===== config.mk =====
export PLATFORM = sky130hd
export DESIGN_NAME = hamm_sec_codec
export DESIGN_NICKNAME = d
export VERILOG_FILES = /design/src/rtl/hamm_pkg.sv /design/src/rtl/hamm_encoder.sv /design/src/rtl/hamm_syndrome.sv /design/src/rtl/hamm_corrector.sv /design/src/rtl/hamm_sec_codec.sv
export SDC_FILE = /design/constraint.sdc
export NUM_CORES = 1
export LEC_CHECK = 0
export ABC_CLOCK_PERIOD_IN_PS = 2000
export BUFFER_PORTS_ARGS = -buffer_cell sky130_fd_sc_hd__buf_2
export CAP_MARGIN = 40
export CORE_ASPECT_RATIO = 0.5
export CORE_MARGIN = 2
export CORE_UTILIZATION = 30
export CTS_BUF_LIST = sky130_fd_sc_hd__clkbuf_8
export CTS_CLUSTER_DIAMETER = 60
export DETAILED_ROUTE_END_ITERATION = 10
export PLACE_DENSITY_LB_ADDON = 0.25
export SLEW_MARGIN = 25
export SYNTH_ARGS = -nofsm -noshare
export SYNTH_HDL_FRONTEND = slang
export SYNTH_SLANG_ARGS = --single-unit

===== constraint.sdc =====
create_clock -name clk -period 2 [get_ports clk]
set_input_delay 0.2 -clock clk [delete_from_list [all_inputs] [get_ports clk]]
set_output_delay 0.2 -clock clk [all_outputs]
set_load 0.01 [all_outputs]

===== src/rtl/hamm_pkg.sv =====
package hamm_pkg;

    localparam int DEF_DATA_W = 8;
    localparam int DEF_PAR_W  = 4;

    typedef enum logic [1:0] {
        ST_CLEAN = 2'd0,
        ST_FIXED = 2'd1,
        ST_BAD   = 2'd2
    } dec_status_e;

    typedef struct packed {
        logic corrected;
        logic uncorrectable;
    } dec_flags_t;

    // Position p (1-based) holds a parity bit when p is a power of two.
    function automatic bit is_parity_pos(int p);
        return (p & (p - 1)) == 0;
    endfunction

    // Data slot carried at a non-parity position p.
    function automatic int data_slot(int p);
        int n;
        n = 0;
        for (int q = 1; q < p; q++) begin
            if (!is_parity_pos(q)) n++;
        end
        return n;
    endfunction

    // Parity index of a power-of-two position.
    function automatic int parity_slot(int p);
        int k;
        k = 0;
        while ((1 << k) < p) k++;
        return k;
    endfunction

endpackage


===== src/rtl/hamm_encoder.sv =====
module hamm_encoder
    import hamm_pkg::*;
#(
    parameter int DATA_W = DEF_DATA_W,
    parameter int PAR_W  = DEF_PAR_W,
    localparam int CODE_W = DATA_W + PAR_W
) (
    input  logic [DATA_W-1:0] data_i,
    output logic [CODE_W-1:0] code_o
);

    logic [PAR_W-1:0] par;

    always_comb begin
        par = '0;
        for (int p = 1; p <= CODE_W; p++) begin
            if (!is_parity_pos(p)) begin
                for (int k = 0; k < PAR_W; k++) begin
                    if (((p >> k) & 1) == 1) par[k] = par[k] ^ data_i[data_slot(p)];
                end
            end
        end
    end

    for (genvar p = 1; p <= CODE_W; p++) begin : g_pos
        if (is_parity_pos(p)) begin : g_par
            assign code_o[p-1] = par[parity_slot(p)];
        end else begin : g_dat
            assign code_o[p-1] = data_i[data_slot(p)];
        end
    end

endmodule


===== src/rtl/hamm_syndrome.sv =====
module hamm_syndrome #(
    parameter int CODE_W = 12,
    parameter int SYN_W  = 4
) (
    input  logic [CODE_W-1:0] code_i,
    output logic [SYN_W-1:0]  syn_o
);

    always_comb begin
        syn_o = '0;
        for (int p = 1; p <= CODE_W; p++) begin
            for (int k = 0; k < SYN_W; k++) begin
                if (((p >> k) & 1) == 1) syn_o[k] = syn_o[k] ^ code_i[p-1];
            end
        end
    end

endmodule


===== src/rtl/hamm_corrector.sv =====
module hamm_corrector
    import hamm_pkg::*;
#(
    parameter int DATA_W = DEF_DATA_W,
    parameter int PAR_W  = DEF_PAR_W,
    localparam int CODE_W = DATA_W + PAR_W
) (
    input  logic [CODE_W-1:0] code_i,
    input  logic [PAR_W-1:0]  syn_i,
    output logic [DATA_W-1:0] data_o,
    output dec_status_e       status_o
);

    logic [CODE_W-1:0] fixed;
    logic              in_range;

    assign in_range = (syn_i != '0) && (int'(syn_i) <= CODE_W);

    always_comb begin
        fixed = code_i;
        if (syn_i == '0)   status_o = ST_CLEAN;
        else if (in_range) status_o = ST_FIXED;
        else               status_o = ST_BAD;
        for (int p = 1; p <= CODE_W; p++) begin
            if (in_range && int'(syn_i) == p) fixed[p-1] = ~code_i[p-1];
        end
    end

    for (genvar p = 1; p <= CODE_W; p++) begin : g_pick
        if (!is_parity_pos(p)) begin : g_dat
            assign data_o[data_slot(p)] = fixed[p-1];
        end
    end

    always_comb begin
        AST_SINGLE_FLIP: assert ($countones(code_i ^ fixed) <= 1);
        if (status_o == ST_BAD) AST_BAD_UNTOUCHED: assert (fixed == code_i);
        if (status_o == ST_CLEAN) AST_CLEAN_UNTOUCHED: assert (fixed == code_i);
    end

endmodule


===== src/rtl/hamm_sec_codec.sv =====
module hamm_sec_codec
    import hamm_pkg::*;
#(
    parameter int DATA_W = DEF_DATA_W,
    parameter int PAR_W  = DEF_PAR_W,
    localparam int CODE_W = DATA_W + PAR_W
) (
    input  logic              clk,
    input  logic              rst,
    input  logic [DATA_W-1:0] enc_data_i,
    output logic [CODE_W-1:0] enc_code_o,
    input  logic              dec_valid_i,
    input  logic [CODE_W-1:0] dec_code_i,
    output logic              dec_valid_o,
    output logic [DATA_W-1:0] dec_data_o,
    output logic [PAR_W-1:0]  dec_syndrome_o,
    output logic              dec_corrected_o,
    output logic              dec_uncorr_o
);

    logic [PAR_W-1:0]  syn;
    logic [DATA_W-1:0] data_fix;
    dec_status_e       status;
    dec_flags_t        flags_d, flags_q;

    hamm_encoder #(.DATA_W(DATA_W), .PAR_W(PAR_W)) u_enc (
        .data_i (enc_data_i),
        .code_o (enc_code_o)
    );

    hamm_syndrome #(.CODE_W(CODE_W), .SYN_W(PAR_W)) u_syn (
        .code_i (dec_code_i),
        .syn_o  (syn)
    );

    hamm_corrector #(.DATA_W(DATA_W), .PAR_W(PAR_W)) u_fix (
        .code_i   (dec_code_i),
        .syn_i    (syn),
        .data_o   (data_fix),
        .status_o (status)
    );

    assign flags_d.corrected     = (status == ST_FIXED);
    assign flags_d.uncorrectable = (status == ST_BAD);

    always_ff @(posedge clk) begin
        if (rst) begin
            dec_valid_o    <= 1'b0;
            dec_data_o     <= '0;
            dec_syndrome_o <= '0;
            flags_q        <= '0;
        end else begin
            dec_valid_o <= dec_valid_i;
            if (dec_valid_i) begin
                dec_data_o     <= data_fix;
                dec_syndrome_o <= syn;
                flags_q        <= flags_d;
            end
        end
    end

    assign dec_corrected_o = flags_q.corrected;
    assign dec_uncorr_o    = flags_q.uncorrectable;

    AST_VALID_LAG: assert property (@(posedge clk) disable iff (rst)
        dec_valid_i |=> dec_valid_o);
    AST_NO_SPURIOUS_VALID: assert property (@(posedge clk) disable iff (rst)
        !dec_valid_i |=> !dec_valid_o);
    AST_HOLD_IDLE: assert property (@(posedge clk) disable iff (rst)
        !dec_valid_i |=> $stable({dec_data_o, dec_syndrome_o, dec_corrected_o, dec_uncorr_o}));
    AST_BAD_RANGE: assert property (@(posedge clk) disable iff (rst)
        dec_uncorr_o |-> (int'(dec_syndrome_o) > CODE_W) && !dec_corrected_o);
    AST_FIX_RANGE: assert property (@(posedge clk) disable iff (rst)
        dec_corrected_o |-> (dec_syndrome_o != '0) && (int'(dec_syndrome_o) <= CODE_W));
    AST_CLEAN_FLAGS: assert property (@(posedge clk) disable iff (rst)
        (dec_syndrome_o == '0) |-> !dec_corrected_o && !dec_uncorr_o);

endmodule


==> flow_metrics.tcl <==
set metrics [dict create \
    gp_congestion 0.761 \
    area_growth_pct 25.3 \
    num_antenna_cells 0 \
    numClockSinks 15 \
    fmax_mhz 616 \
    grt_max_degree 36 \
    core_mm2 0.00386 \
    placement.io_buffers 49 \
    wire_per_inst_um 13.2 \
    hpwl_mm 2.17 \
    syn_nets 152 \
    start_util_pct 31.0 \
    ys_seq_area_share_pct 25.1 \
    wl_met1_mm 1.39 \
    ir_worst_vdd_uv 264 \
    highest_layer "met4" \
    leakagePower_nw 0.717 \
    finalCritPeriodShare_pct 81.2 \
    die-area_mm2 0.00454 \
    avgSynthCellArea_um2 9.27 \
    worstPathArrival_ns 1.78 \
    cts_buffers 3 \
    wirelength_mm 2.96 \
    critPathMaxFanout 10 \
    grt_overflow 0 \
    max_slew_margin_pct 55.1 \
    status "complete, no violations" \
    drt.antenna.violating_nets 0 \
    post_route_cells_drive_above_1_share_pct 36.3 \
    finalSetupTns_ns 0 \
    cts_tree "done" \
    die_width_um 93.3 \
    fin_nets 195 \
    cts_hold_buf 0 \
    die-height_um 48.7 \
    fin_cells 225 \
    fillers 394 \
    rsz0062_at_grt "false" \
    path_class "in2reg" \
    drc 0 \
    reg2reg_slack_ns 1.24 \
    reg2regPathDepth 2 \
    grt_pass1_wl_mm 4.69 \
    cts_root_buf "clkbuf_8" \
    clk_pin_slew_worst_paths_ns 0.06 \
    cts_buffer_depth 2 \
    wl_met3_um 248 \
    clk_latency_ns 0.25 \
    ios 50 \
    rows 16 \
    post-place-ws_ns 0.114 \
    wl_met2_mm 1.28 \
    finalCriticalPeriod_ns 1.62 \
    synth-seq-cells 15 \
    regArea_um2 300 \
    routed_via_density 4.82 \
    cts_setup_buffers 0 \
    grt_pass1_vias 987 \
    dr_total_vias 1085 \
    cp-end-kind "register" \
    cp.required_ns 2.15 \
    whs_path_depth 3 \
    finClkSkew_ns 0 \
    synth_cells 129 \
    maxCapViolations 0 \
    yosysWarnings 0 \
    drtIter0Drc 78 \
    powerDensity_mw_per_mm2 750 \
    postCtsResizedCells 0 \
    dr.pass1.iters 4 \
    hold_viol 0 \
    fin_ws_ns 0.377 \
    placed_cells 221 \
    grtUsageTotal_pct 13.3 \
    min_path_type "in2reg" \
    utilization_pct 38.8 \
    synth.distinct_cells 27 \
    antenna_found_initial 0 \
    startpoint_type "input pin" \
    worst_slew_pin_slew_ns 0.669 \
    drv_slew 0 \
    syn_area_mm2 0.00120 \
    htreeDepth 1 \
    setup_viol 0 \
    multiInputGateArea_um2 810 \
]
report_power, final:
group / leakage [nW] / total [W] / internal, W / switching (W)
clock: 0.0255 / 0.000253 / 0.000138 / 0.000115
sequential: 0.125 / 0.000345 / 0.000331 / 0.0000141
combinational: 0.567 / 0.000527 / 0.000232 / 0.000295
total: 0.717 / 0.00112 / 0.000701 / 0.000424
routing by layer:
metal	global-route usage, %	vias up
met5	0	-
met3	4.67	5
met4	5.88	0
li1	-	541
met1	17.2	502
met2	19.9	37
worst paths after layout:
kind	endpoint	from
max reg2reg	dec_corrected_o$_SDFFE_PP0P_	dec_corrected_o$_SDFFE_PP0P_
min	dec_data_o[4]$_SDFFE_PP0P_	dec_code_i[8]
min reg2reg	dec_syndrome_o[1]$_SDFFE_PP0P_	dec_syndrome_o[1]$_SDFFE_PP0P_
max	dec_corrected_o$_SDFFE_PP0P_	dec_code_i[4]
critical path, cell delays in order:
cell,delay [ns]
buf_2,0.13
xnor2_1,0.24
xnor3_2,0.57
o2111a_1,0.31
a2111oi_2,0.32
Yosys cell counts (all sizes together):
| master | number | area [um2] |
|---|---|---|
| and2 | 2 | 13.8 |
| nor2 | 17 | 63.8 |
| a211oi | 4 | 30.0 |
| mux2i | 2 | 20.0 |
| nand2 | 6 | 22.5 |
| nor4 | 3 | 18.8 |
| o2111a | 1 | 11.3 |
| xnor2 | 20 | 183 |
| and2b | 1 | 7.51 |
| o211a | 6 | 60.1 |
| dfxtp | 15 | 300 |
| nor2b | 7 | 43.8 |
| o21bai | 2 | 15.0 |
| a41oi | 2 | 17.5 |
| o21ba | 1 | 10.0 |
| buf | 8 | 60.1 |
| nand4 | 6 | 37.5 |
| xor3 | 2 | 47.6 |
| a2111oi | 1 | 15.0 |
| nand2b | 2 | 12.5 |
| o41ai | 6 | 52.6 |
| xor2 | 4 | 35.0 |
| clkbuf | 7 | 26.3 |
| xnor3 | 4 | 92.6 |
sequential cells by signal, indices dropped and copies added (netlist names):
signal / flops
dec_uncorr_o: 1
dec_data_o: 8
dec_corrected_o: 1
dec_syndrome_o: 4
dec_valid_o: 1
area by class of cell:
cell class | instances | area share (%)
clock buffer | 3 | 2.75
clock inverter | 1 | 0.334
multi-input combinational | 99 | 54.0
sequential | 15 | 20.0
tap | 54 | 4.51
timing repair buffer | 53 | 18.4
stage by stage:
stage | area [um2] | power [W] | hold slack (ns)
final | 1500 | 0.00112 | 0.294
after global routing | 1500 | 0.00120 | 0.310
after global placement | 1450 | 0.000870 | 0.479
after CTS | 1500 | 0.00114 | 0.292
after floorplan | 1200 | 0.000700 | 0.269
after detailed placement | 1450 | 0.000876 | 0.485
cells in the final DEF, fill, tap and decap left out, types with 2 or more instances in the layout:
master and instances:
xnor3_2 2, buf_4 4, nor4_1 3, o41ai_1 6, nor2b_1 7, a211oi_1 4, dfxtp_1 15, mux2i_1 2
xor2_1 4, nand4_1 6, xnor3_1 2, o211a_1 6, nand2b_1 2, o21bai_1 2, buf_2 49, clkbuf_8 3
nor2_1 17, xnor2_1 19, xor3_1 2, a41oi_1 2, nand2_1 6
cell families after synthesis:
| kind of cell | count (synthesis) | synth area share (%) |
|---|---|---|
| XOR/XNOR | 30 | 29.9 |
| multiplexers | 2 | 1.67 |
| buffers and inverters | 15 | 7.22 |
| flip-flops | 15 | 25.1 |
| AND/OR/NAND/NOR | 44 | 18.4 |
| AO/OA/AOI/OAI | 23 | 17.7 |
Note: power is estimated with default switching activity, not from simulation.
